`src/rtl/tape_rdr_pkg.sv`:
```
// Shared definitions for the tape reader controller.
// Assumes a 3-bit operation code; code values are fixed by the bus.
package tape_rdr_pkg;

    localparam int CODE_W = 3;

    localparam logic [CODE_W-1:0] OPC_IE_SET     = 3'd0;
    localparam logic [CODE_W-1:0] OPC_FLAG_TEST  = 3'd1;
    localparam logic [CODE_W-1:0] OPC_READ       = 3'd2;
    localparam logic [CODE_W-1:0] OPC_FETCH      = 3'd4;
    localparam logic [CODE_W-1:0] OPC_READ_FETCH = 3'd6;

    // Actions one operation may request; several may be set together.
    typedef struct packed {
        logic ie_set;
        logic flag_test;
        logic flag_clr;
        logic buf_read;
        logic fetch_go;
        logic bad_op;
    } rdr_act_t;

endpackage

```
`src/rtl/tape_rdr_decode.sv`:
```
// Operation decoder: turns a valid operation code into a set of actions.
// Assumes the code is meaningful only while op_valid is high.
module tape_rdr_decode
    import tape_rdr_pkg::*;
(
    input  logic              op_valid,
    input  logic [CODE_W-1:0] op_code,
    output rdr_act_t          act
);

    // Map each defined code to its actions, flag everything else.
    always_comb begin
        act = '0;
        if (op_valid) begin
            unique case (op_code)
                OPC_IE_SET:     act.ie_set    = 1'b1;
                OPC_FLAG_TEST:  act.flag_test = 1'b1;
                OPC_READ: begin
                    act.flag_clr = 1'b1;
                    act.buf_read = 1'b1;
                end
                OPC_FETCH: begin
                    act.flag_clr = 1'b1;
                    act.fetch_go = 1'b1;
                end
                OPC_READ_FETCH: begin
                    act.flag_clr = 1'b1;
                    act.buf_read = 1'b1;
                    act.fetch_go = 1'b1;
                end
                default:        act.bad_op    = 1'b1;
            endcase
        end
    end

endmodule

```
`src/rtl/tape_rdr_store.sv`:
```
// Character store: buffer, done flag, outstanding-fetch record, fetch pulse.
// Assumes CHR_IN_W >= BUF_W; only the low BUF_W bits of a character are kept.
module tape_rdr_store #(
    parameter int CHR_IN_W = 12,
    parameter int BUF_W    = 8
) (
    input  logic                clk,
    input  logic                rst_n,
    input  logic                flag_clr,
    input  logic                fetch_go,
    input  logic                chr_valid,
    input  logic [CHR_IN_W-1:0] chr_data,
    output logic [BUF_W-1:0]    buf_q,
    output logic                done_q,
    output logic                fetch_req
);

    logic pend_q;
    logic accept;

    // A character counts only while a fetch is outstanding.
    assign accept = chr_valid && pend_q;

    // Track the outstanding fetch and issue its one-cycle request.
    always_ff @(posedge clk) begin
        if (!rst_n) begin
            pend_q    <= 1'b0;
            fetch_req <= 1'b0;
        end else begin
            fetch_req <= fetch_go;
            if (fetch_go)
                pend_q <= 1'b1;
            else if (accept)
                pend_q <= 1'b0;
        end
    end

    // Latch an accepted character; arrival takes priority over a clear.
    always_ff @(posedge clk) begin
        if (!rst_n) begin
            buf_q  <= '0;
            done_q <= 1'b0;
        end else if (accept) begin
            buf_q  <= chr_data[BUF_W-1:0];
            done_q <= 1'b1;
        end else if (flag_clr) begin
            done_q <= 1'b0;
        end
    end

endmodule

```
`src/rtl/tape_rdr_irq.sv`:
```
// Interrupt gating: holds the reader enable and forms the request.
// Assumes set and clear may coincide; set takes priority.
module tape_rdr_irq (
    input  logic clk,
    input  logic rst_n,
    input  logic ie_set,
    input  logic ie_clr,
    input  logic done_q,
    output logic irq
);

    logic ie_q;

    // Reader interrupt enable, on after reset.
    always_ff @(posedge clk) begin
        if (!rst_n)
            ie_q <= 1'b1;
        else if (ie_set)
            ie_q <= 1'b1;
        else if (ie_clr)
            ie_q <= 1'b0;
    end

    // Request follows registered done and enable.
    assign irq = done_q && ie_q;

endmodule

```
`src/rtl/tape_rdr_ctrl.sv`:
```
// Tape reader I/O controller top: decodes bus operations, returns the
// accumulator, drives skip and illegal, and owns the character store and
// interrupt gating. Assumes ACC_W > BUF_W and CHR_IN_W >= BUF_W.
module tape_rdr_ctrl
    import tape_rdr_pkg::*;
#(
    parameter int ACC_W    = 12,
    parameter int CHR_IN_W = 12,
    parameter int BUF_W    = 8
) (
    input  logic                clk,
    input  logic                rst_n,
    input  logic                iop_valid,
    input  logic [CODE_W-1:0]   iop_code,
    input  logic [ACC_W-1:0]    acc_in,
    output logic [ACC_W-1:0]    acc_out,
    output logic                skip,
    output logic                illegal,
    output logic                punch_ie_set,
    input  logic                punch_ie_clr,
    output logic                fetch_req,
    input  logic                chr_valid,
    input  logic [CHR_IN_W-1:0] chr_data,
    output logic                irq
);

    localparam int PAD_W = ACC_W - BUF_W;

    rdr_act_t         act;
    logic [BUF_W-1:0] buf_q;
    logic             done_q;
    logic [ACC_W-1:0] buf_wide;

    tape_rdr_decode u_decode (
        .op_valid (iop_valid),
        .op_code  (iop_code),
        .act      (act)
    );

    tape_rdr_store #(
        .CHR_IN_W (CHR_IN_W),
        .BUF_W    (BUF_W)
    ) u_store (
        .clk       (clk),
        .rst_n     (rst_n),
        .flag_clr  (act.flag_clr),
        .fetch_go  (act.fetch_go),
        .chr_valid (chr_valid),
        .chr_data  (chr_data),
        .buf_q     (buf_q),
        .done_q    (done_q),
        .fetch_req (fetch_req)
    );

    tape_rdr_irq u_irq (
        .clk    (clk),
        .rst_n  (rst_n),
        .ie_set (act.ie_set),
        .ie_clr (punch_ie_clr),
        .done_q (done_q),
        .irq    (irq)
    );

    // Widen the buffer to the accumulator width.
    assign buf_wide = {{PAD_W{1'b0}}, buf_q};

    // Merge the buffer into the returned accumulator on read codes.
    always_comb begin
        acc_out = acc_in;
        if (act.buf_read)
            acc_out = acc_in | buf_wide;
    end

    // Same-cycle bus responses.
    assign skip         = act.flag_test && done_q;
    assign illegal      = act.bad_op;
    assign punch_ie_set = act.ie_set;

endmodule

```
`config.mk`:
```
export PLATFORM = sky130hd
export DESIGN_NAME = tape_rdr_ctrl
export DESIGN_NICKNAME = d
export VERILOG_FILES = /design/src/rtl/tape_rdr_pkg.sv /design/src/rtl/tape_rdr_decode.sv /design/src/rtl/tape_rdr_store.sv /design/src/rtl/tape_rdr_irq.sv /design/src/rtl/tape_rdr_ctrl.sv
export SDC_FILE = /design/constraint.sdc
export NUM_CORES = 1
export LEC_CHECK = 0
export ABC_AREA = 1
export BUFFER_PORTS_ARGS = -buffer_cell sky130_fd_sc_hd__buf_4
export CELL_PAD_IN_SITES_DETAIL_PLACEMENT = 0
export CELL_PAD_IN_SITES_GLOBAL_PLACEMENT = 1
export CORE_ASPECT_RATIO = 1.75
export CORE_MARGIN = 2
export CORE_UTILIZATION = 26
export DETAILED_ROUTE_END_ITERATION = 10
export PLACE_DENSITY = 0.79
export SLEW_MARGIN = 20
export SYNTH_ARGS = -nofsm -noshare
export SYNTH_HDL_FRONTEND = slang
export SYNTH_HIERARCHICAL = 1
export SYNTH_SLANG_ARGS = --single-unit
```
`constraint.sdc`:
```
create_clock -name clk -period 1.6 [get_ports clk]
set_input_delay 0.08 -clock clk [delete_from_list [all_inputs] [get_ports clk]]
set_output_delay 0.08 -clock clk [all_outputs]
set_load 0.1 [all_outputs]
```
==> results.py, run 1 <==
metrics = {
    "run_status": {
        "outcome": "finished clean",
    },
    "synth": {
        "synthFlopType": "sky130_fd_sc_hd__dfxtp_1",
        "yosys_register_bits": 12,
        "netlist-cell-type-count": 13,
        "seq_area_frac_synth_pct": 35.7,
        "synth.yosys.warnings": 6,
        "netlist_top_cells_count": "42 x sky130_fd_sc_hd__nand2_1, 27 x sky130_fd_sc_hd__inv_1, 17 x sky130_fd_sc_hd__nor2_1, 12 x sky130_fd_sc_hd__dfxtp_1, 4 x sky130_fd_sc_hd__buf_4",
        "synthArstFlopShare_pct": 0,
        "mapped_nets": 146,
        "yosysTopAreaCellShare_pct": 35.7,
        "synthTopCellsByArea": "sky130_fd_sc_hd__dfxtp_1 36%, sky130_fd_sc_hd__nand2_1 23%, sky130_fd_sc_hd__inv_1 15%",
        "synth.avg_cell_area_um2": 5.90,
        "count_leader_synth": "sky130_fd_sc_hd__nand2_1",
        "synth.largest_area_cell": "sky130_fd_sc_hd__dfxtp_1",
        "netlist_instances": 114,
        "synth_enable_flop_cells": 0,
        "syn_area_um2": 673,
    },
    "timing": {
        "worst_slew_margin_rel_pct": 79.7,
        "setup_total_negative_slack_ns": 0,
        "period_needed_ns": 1.12,
        "rsz0062_at_grt": "no",
        "timing_max_transition_violations_final": 0,
        "max_freq_ghz": 0.892,
        "worst_pin_slew_ns": 0.304,
        "setup_viol": 0,
        "period_share_pct": 70.0,
        "finClkSkew_ns": 0.00507,
        "report.final.hold_viol_count": 0,
    },
    "global_routing": {
        "grt_start_max_net_pins": 18,
        "grt_antenna_before_repair": 0,
        "grt-ovfl-total": 0,
        "grt_first_pass_wirelength_um": 2620,
        "grt_pass1_vias": 675,
        "grt.total_usage_pct": 11.0,
    },
    "worst_hold_path": {
        "holdCritPathClass": "in2reg",
        "worst_hold_startpoint": "chr_data[6]",
        "hold-path-cell-count": 3,
        "hold-path-endpoint": "u_store/buf_q[6]",
    },
    "critical_path": {
        "path_cells": "buf_4 > inv_1 > nand3_1 > inv_1 > nand2_1 > nand2_1 > buf_4",
        "largest_stage_delay_on_the_critical_path_ns": 0.28,
        "reg2regPathDepth": 3,
        "timing.setup.critical_path_class": "in2out",
        "cp-start-kind": "input port",
        "worst_ep_required_time_ns": 1.52,
        "critical_path_arrival_ns": 1.04,
        "worst_setup_path_end_kind": "primary output",
        "timing.rr.start": "u_store/pend_q",
        "crit_path_top_delay_cell": "sky130_fd_sc_hd__buf_4",
        "worst_r2r_end": "u_store/buf_q[3]",
        "regToRegSetupSlack_ns": 0.73,
        "critPathMaxFanout": 8,
    },
    "pwr": {
        "p_per_area_nw_per_um2": 879,
        "internal_power_w": 0.000597,
        "vdd_ir_drop_max_mv": 0.395,
        "net_sw_share_pct": 30.9,
        "sequentialPowerShare_pct": 36.5,
        "share_clk_of_total_power_pct": 37.6,
        "power.switching_w": 0.000266,
        "power_leakage_nw": 0.614,
        "comb_power_share_pct": 25.9,
    },
    "job": {
        "drv_cap": 0,
    },
    "floorplan": {
        "fp.coreArea_um2": 2460,
        "initial_core_util_pct": 27.3,
        "die_width_um": 42.5,
        "die_y_um": 71.3,
        "die_area_um2": 3030,
        "io_pins": 49,
        "std_cell_rows": 24,
    },
    "final_layout": {
        "finalCoreUtilization_pct": 39.9,
        "syn_to_final_growth_pct": 45.9,
        "final_layout_size_suffix_gt1_share_pct": 31.3,
        "n_antenna_cell": 0,
        "num-nets-final": 180,
    },
    "clock_network": {
        "cts_max_level": 1,
        "numCtsBuffers": 3,
        "postCtsSetupRepairBufs": 0,
        "holdBufCountCts": 0,
        "worst_skew_pair.late_latency_ns": 0.24,
        "cts_buffer_depth": 2,
        "path_clk_slew_ns": 0.05,
        "cts_resized": 0,
        "cts_num_sinks": 12,
        "tritoncts": "built",
        "clk_root_buffer_cell": "sky130_fd_sc_hd__clkbuf_8",
    },
    "placement": {
        "place.detailed.hpwl_um": 1130,
        "gp_routability_congestion": 0.654,
        "portBuffers": 36,
    },
    "route": {
        "via_per_inst": 4.01,
        "number_of_remaining_drc_errors": 0,
        "route.final.wire_length_um": 1450,
        "ant_nets": 0,
        "drt_pre_antenna_iters": 2,
        "vias": 694,
        "detail_route.wl_per_cell_um": 8.37,
        "initialDrtViolationCount": 12,
    },
}
per-stage QoR:
stage               power (W)  worst slack (ns)  std cells  hold slack [ns]  area (um2)
floorplan            0.000518             0.359        114            0.215         676
global placement     0.000544             0.457        169            0.161         927
detailed placement   0.000547             0.443        169            0.161         927
CTS                  0.000875             0.442        173           0.0606         982
global route         0.000902             0.335        173           0.0660         982
finish               0.000864             0.479        173           0.0616         982
how the worst max path moves through the flow:
stage / end / from / slack (ns)
2_1_floorplan: u_irq/ie_q / iop_code[1] / 0.36
4_1_cts: acc_out[1] / iop_code[0] / 0.44
3_3_place_gp: acc_out[1] / iop_code[0] / 0.46
3_5_place_dp: acc_out[1] / iop_code[0] / 0.44
6_report: acc_out[1] / iop_code[0] / 0.48
5_1_grt: acc_out[2] / iop_code[0] / 0.33
layout make-up:
| class | count | area (um2) |
|---|---|---|
| multi-input cells | 68 | 283 |
| clock buffers | 4 | 55.1 |
| well taps | 26 | 32.5 |
| inverters | 27 | 101 |
| repair buffers | 36 | 270 |
| fillers | 283 | 1480 |
| flip-flops and latches | 12 | 240 |
layer usage:
layer / track usage [%] / up-vias / share of wire, %
met5: 0 / - / 0
met4: 7.29 / 0 / 2.4
met3: 1.51 / 4 / 6.7
met2: 19.7 / 22 / 52
met1: 11.7 / 290 / 39
li1: - / 378 / -
cell usage in the layout, fill, tap and decap left out, drive strengths merged:
cell type / count
nor2: 19
clkbuf: 4
nand3: 2
dfxtp: 12
inv: 27
a21boi: 1
a21oi: 1
nand3b: 1
buf: 36
nand2: 44
state kept, by name (all words and copies together), names as in the netlist:
name / cells
u_store/buf_q: 8
u_irq/ie_q: 1
u_store/done_q: 1
u_store/fetch_req: 1
u_store/pend_q: 1
worst max-delay path, delay by kind of cell:
kind          cells  cell delay, ns
buf+inv           4            0.70
simple gates      3            0.26
kinds of logic (layout without fill, tap and decap cells):
family                 count (synthesis)  in the layout  synth area share [%]
flip-flops                            12             12                  35.7
AO/OA/AOI/OAI                          2              2                  2.42
buffers and inverters                 34             67                  22.7
AND/OR/NAND/NOR                       66             66                  39.2
power groups by stage:
| stage | registers (W) | logic (W) | clock network [W] |
|---|---|---|---|
| 6_report | 0.000315 | 0.000224 | 0.000325 |
| 5_1_grt | 0.000316 | 0.000240 | 0.000346 |
| 4_1_cts | 0.000315 | 0.000226 | 0.000334 |
| 3_5_place_dp | 0.000321 | 0.000226 | 0 |
| 3_3_place_gp | 0.000321 | 0.000224 | 0 |
| 2_1_floorplan | 0.000325 | 0.000194 | 0 |
No activity file was read; power rests on OpenSTA's default activity.
==> inputs of run 2 (changes only) <==
--- a/config.mk
+++ b/config.mk
@@ -11,9 +11,9 @@
 export CELL_PAD_IN_SITES_GLOBAL_PLACEMENT = 1
 export CORE_ASPECT_RATIO = 1.75
 export CORE_MARGIN = 2
-export CORE_UTILIZATION = 26
+export CORE_UTILIZATION = 24
 export DETAILED_ROUTE_END_ITERATION = 10
-export PLACE_DENSITY = 0.79
+export PLACE_DENSITY = 0.74
 export SLEW_MARGIN = 20
 export SYNTH_ARGS = -nofsm -noshare
 export SYNTH_HDL_FRONTEND = slang
==> constraint.sdc (replaced) <==
create_clock -name clk -period 1.2 [get_ports clk]
set_input_delay 0.06 -clock clk [delete_from_list [all_inputs] [get_ports clk]]
set_output_delay 0.06 -clock clk [all_outputs]
set_load 0.1 [all_outputs]
==> results.py, run 2 (synthesis gave the netlist of run 1 again) <==
metrics = {
    "route": {
        "number_of_remaining_drc_errors": 0,
        "vias": 684,
        "via_per_inst": 3.93,
        "drt_pre_antenna_iters": 4,
        "initialDrtViolationCount": 16,
        "detail_route.wl_per_cell_um": 8.47,
        "ant_nets": 0,
        "route.final.wire_length_um": 1470,
    },
    "clock_network": {
        "postCtsSetupRepairBufs": 0,
        "numCtsBuffers": 3,
        "worst_skew_pair.late_latency_ns": 0.23,
        "holdBufCountCts": 0,
        "cts_max_level": 1,
        "cts_buffer_depth": 2,
        "path_clk_slew_ns": 0.05,
        "cts_num_sinks": 12,
        "tritoncts": "built",
        "cts_resized": 0,
        "clk_root_buffer_cell": "sky130_fd_sc_hd__clkbuf_8",
    },
    "worst_hold_path": {
        "holdCritPathClass": "in2reg",
        "hold-path-endpoint": "u_store/buf_q[4]",
        "hold-path-cell-count": 3,
        "worst_hold_startpoint": "chr_data[4]",
    },
    "critical_path": {
        "critical_path_arrival_ns": 1.01,
        "timing.critical_path.buf_inv": 4,
        "worst_r2r_end": "u_store/buf_q[3]",
        "path_cells": "buf_4 > inv_1 > nand3_1 > inv_1 > nand2_1 > nand2_1 > buf_4",
        "worst_ep_required_time_ns": 1.14,
        "critical-path-top-delay-family": "buffers and inverters",
        "timing.setup.critical_path_class": "in2out",
        "regToRegSetupSlack_ns": 0.34,
        "largest_stage_delay_on_the_critical_path_ns": 0.28,
        "crit_path_top_delay_cell": "sky130_fd_sc_hd__buf_4",
        "timing.rr.start": "u_store/pend_q",
        "critPathLaunch": "iop_code[0]",
        "reg2regPathDepth": 3,
        "worst_setup_path_end_kind": "primary output",
        "cp-start-kind": "input port",
        "critPathMaxFanout": 8,
    },
    "placement": {
        "placement.setup.worst_slack_ns": 0.0866,
        "portBuffers": 36,
        "placed_cells_incl_taps": 170,
        "gp_routability_congestion": 0.622,
        "place.detailed.hpwl_um": 1160,
    },
    "global_routing": {
        "grt-ovfl-total": 0,
        "grt_start_max_net_pins": 18,
        "grt_antenna_before_repair": 0,
        "grt_first_pass_wirelength_um": 2500,
        "grt.total_usage_pct": 10.1,
        "grt_pass1_vias": 645,
    },
    "final_layout": {
        "num-nets-final": 180,
        "mostFrequentLayoutCells": "42 x sky130_fd_sc_hd__nand2_1, 36 x sky130_fd_sc_hd__buf_4, 27 x sky130_fd_sc_hd__inv_1, 16 x sky130_fd_sc_hd__nor2_1, 12 x sky130_fd_sc_hd__dfxtp_1",
        "n_antenna_cell": 0,
        "final_layout_size_suffix_gt1_share_pct": 31.3,
        "final-instance-count-excl-fill": 174,
        "syn_to_final_growth_pct": 46.8,
        "largest_register": "u_store/buf_q",
        "largest_register_ffs": 8,
        "final_common_cell": "sky130_fd_sc_hd__nand2_1",
    },
    "pwr": {
        "totalPowerFinal_w": 0.00115,
        "vdd_ir_drop_max_mv": 0.686,
        "power_leakage_nw": 0.615,
        "p_per_area_nw_per_um2": 1160,
    },
    "timing": {
        "setup_viol": 0,
        "timing_max_transition_violations_final": 0,
        "period_needed_ns": 1.07,
        "max_freq_ghz": 0.935,
        "worst_pin_slew_ns": 0.292,
        "period_share_pct": 89.1,
        "setup_total_negative_slack_ns": 0,
        "report.final.hold_viol_count": 0,
        "rsz0062_at_grt": "no",
        "timing.final.ws_setup_ns": 0.131,
        "worst_slew_margin_rel_pct": 80.5,
        "finClkSkew_ns": 0.000543,
    },
    "floorplan": {
        "die_y_um": 74.1,
        "fp.coreArea_um2": 2690,
        "die_width_um": 44.0,
        "initial_core_util_pct": 25.0,
        "std_cell_rows": 25,
        "io_pins": 49,
        "die_area_um2": 3260,
    },
    "job": {
        "drv_cap": 0,
    },
    "run_status": {
        "outcome": "finished clean",
    },
}
## run 2: cell type report
class,instances,area [um2]
fill,298,1700
multi-input combinational,68,288
clock buffer,4,55.1
inverter,27,101
tap,27,33.8
timing repair buffer,36,270
sequential,12,240
## run 2: per-stage QoR
step / area (um2) / hold WS, ns / utilization (%)
6_report: 988 / 0.0434 / 36.7
3_3_place_gp: 933 / 0.121 / 34.7
5_1_grt: 988 / 0.0487 / 36.7
4_1_cts: 988 / 0.0383 / 36.7
3_5_place_dp: 933 / 0.121 / 34.7
2_1_floorplan: 681 / 0.195 / -
## run 2: worst reg2reg max path, delay by kind of cell (launching register included)
family / cells / cell delay (ns)
flip-flops: 1 / 0.34
AND/OR/NAND/NOR: 3 / 0.41
## run 2: worst max path at each step
stage | cells past startpoint | slack, ns | end
finish | 7 | 0.13 | acc_out[3]
global route | 7 | 0.04 | acc_out[3]
CTS | 7 | 0.09 | acc_out[3]
detailed placement | 7 | 0.09 | acc_out[7]
global placement | 7 | 0.11 | acc_out[7]
floorplan | 6 | 0.04 | acc_out[5]
## run 2: power by group
group / total (W) / leakage, nW / switching [W] / internal [W]
clock: 0.000428 / 0.0288 / 0.000139 / 0.000289
combinational: 0.000300 / 0.488 / 0.000206 / 0.0000942
sequential: 0.000420 / 0.0976 / 0.00000670 / 0.000413
total: 0.00115 / 0.615 / 0.000352 / 0.000796
## run 2: layer usage
layer / global-route usage, % / part of all wire, % / vias up
li1: - / - / 379
met1: 9.72 / 36 / 283
met2: 18.5 / 55 / 20
met3: 1.94 / 7.9 / 2
met4: 7.07 / 1.5 / 0
met5: 0 / 0 / -
==> inputs of run 3 (changes only) <==
==> constraint.sdc (replaced) <==
create_clock -name clk -period 1 [get_ports clk]
set_input_delay 0.05 -clock clk [delete_from_list [all_inputs] [get_ports clk]]
set_output_delay 0.05 -clock clk [all_outputs]
set_load 0.1 [all_outputs]
==> results.py, run 3 (synthesis gave the netlist of run 1 again) <==
metrics = {
    "worst_hold_path": {
        "worst_hold_startpoint": "chr_data[0]",
        "holdCritPathClass": "in2reg",
    },
    "floorplan": {
        "io_pins": 49,
        "die_y_um": 74.1,
        "die_width_um": 44.0,
        "initial_core_util_pct": 25.0,
        "fp.coreArea_um2": 2690,
        "die_area_um2": 3260,
        "std_cell_rows": 25,
    },
    "global_routing": {
        "grt_start_max_net_pins": 18,
        "grt-ovfl-total": 0,
        "grt_antenna_before_repair": 0,
        "grt_pass1_vias": 638,
        "grt.total_usage_pct": 10.2,
        "grt_first_pass_wirelength_um": 2530,
    },
    "route": {
        "route.final.wire_length_um": 1530,
        "drt_pre_antenna_iters": 2,
        "via_per_inst": 4.09,
        "ant_nets": 0,
        "initialDrtViolationCount": 7,
        "vias": 724,
        "number_of_remaining_drc_errors": 0,
        "detail_route.wl_per_cell_um": 8.63,
    },
    "job": {
        "drv_cap": 0,
    },
    "clock_network": {
        "numCtsBuffers": 3,
        "clk_root_buffer_cell": "sky130_fd_sc_hd__clkbuf_8",
        "cts_buffer_depth": 2,
        "tritoncts": "built",
        "cts_num_sinks": 12,
        "path_clk_slew_ns": 0.05,
        "postCtsSetupRepairBufs": 0,
        "worst_skew_pair.late_latency_ns": 0.23,
        "holdBufCountCts": 0,
        "cts_max_level": 1,
    },
    "critical_path": {
        "cp-start-kind": "flip-flop",
        "critPathMaxFanout": 3,
        "critical_path_arrival_ns": 0.92,
        "timing.rr.start": "u_store/pend_q",
        "timing.setup.critical_path_class": "reg2out",
        "worst_ep_required_time_ns": 0.95,
        "worst_setup_path_end_kind": "primary output",
        "critPathLaunch": "u_store/done_q",
    },
    "final_layout": {
        "largest_register_ffs": 8,
        "nFillCells": 276,
        "syn_to_final_growth_pct": 69.0,
        "num-nets-final": 183,
        "mostFrequentLayoutCells": "32 x sky130_fd_sc_hd__nand2_1, 29 x sky130_fd_sc_hd__buf_4, 24 x sky130_fd_sc_hd__inv_1, 16 x sky130_fd_sc_hd__nor2_1",
        "n_antenna_cell": 0,
        "regArea_um2": 245,
        "multi_input_area_um2": 330,
        "final_common_cell": "sky130_fd_sc_hd__nand2_1",
        "final_layout_size_suffix_gt1_share_pct": 42.7,
        "largest_register": "u_store/buf_q",
    },
    "timing": {
        "report.final.hold_viol_count": 0,
        "worst_slew_margin_rel_pct": 79.6,
        "period_share_pct": 96.8,
        "setup_viol": 0,
        "worst_pin_slew_ns": 0.304,
        "finalHoldWorstSlack_ns": 0.0373,
        "max_freq_ghz": 1.03,
        "period_needed_ns": 0.968,
        "finClkSkew_ns": 0.000638,
        "timing.final.ws_setup_ns": 0.0319,
        "timing_max_transition_violations_final": 0,
    },
    "placement": {
        "place.detailed.hpwl_um": 1230,
        "gp_routability_congestion": 0.682,
        "placement.setup.worst_slack_ns": -0.0738,
        "portBuffers": 36,
    },
    "pwr": {
        "p_per_area_nw_per_um2": 1250,
        "vdd_ir_drop_max_mv": 0.773,
        "totalPowerFinal_w": 0.00142,
        "power_leakage_nw": 0.652,
    },
    "run_status": {
        "outcome": "finished clean",
    },
}
run 3: cell type report:
| type | instances | share of cell area, % |
|---|---|---|
| timing repair buffer | 39 | 32.0 |
| multi-input combinational | 68 | 29.0 |
| sequential | 12 | 21.6 |
| inverter | 27 | 9.57 |
| clock buffer | 4 | 4.84 |
| tap | 27 | 2.97 |
run 3: through the flow:
step / setup TNS (ns) / utilization, % / instances / cell area [um2]
floorplan: 0 / - / 114 / 716
CTS: 0 / 41.1 / 177 / 1100
finish: 0 / 42.3 / 177 / 1140
global route: -0.000161 / 42.3 / 177 / 1140
detailed placement: -0.502 / 36.8 / 173 / 991
global placement: -0.311 / 36.8 / 173 / 991
run 3: power breakdown:
group	internal, W	switching [W]
clock network	0.000347	0.000163
logic	0.000148	0.000262
registers	0.000494	0.0000105
run 3: final timing paths:
| kind | slack, ns | cells past startpoint | endpoint |
|---|---|---|---|
| max reg2reg | 0.12 | 3 | u_store/buf_q[3] |
| min | 0.04 | 3 | u_store/buf_q[0] |
| min reg2reg | 0.48 | 2 | u_store/pend_q |
| max | 0.03 | 3 | irq |
run 3: worst max-delay path, stage by stage, from the launching register on:
cell                         delay (ns)
sky130_fd_sc_hd__dfxtp_4           0.36
sky130_fd_sc_hd__nand2_4           0.06
sky130_fd_sc_hd__clkinvlp_4        0.09
sky130_fd_sc_hd__buf_12            0.17
run 3: what timing repair did:
item                                    4_1_cts  5_1_grt
resized for setup                            17        9
endpoints found under the setup margin       10        5
hold endpoints to repair                      0        0
pin swaps                                     0        1
run 3: metal layers:
| metal | share of wire [%] | GRT usage, % | vias to the layer above |
|---|---|---|---|
| met5 | 0 | 0 | - |
| li1 | - | - | 385 |
| met4 | 1.4 | 5.39 | 0 |
| met1 | 35 | 9.79 | 314 |
| met3 | 7.6 | 2.67 | 2 |
| met2 | 56 | 19.0 | 23 |
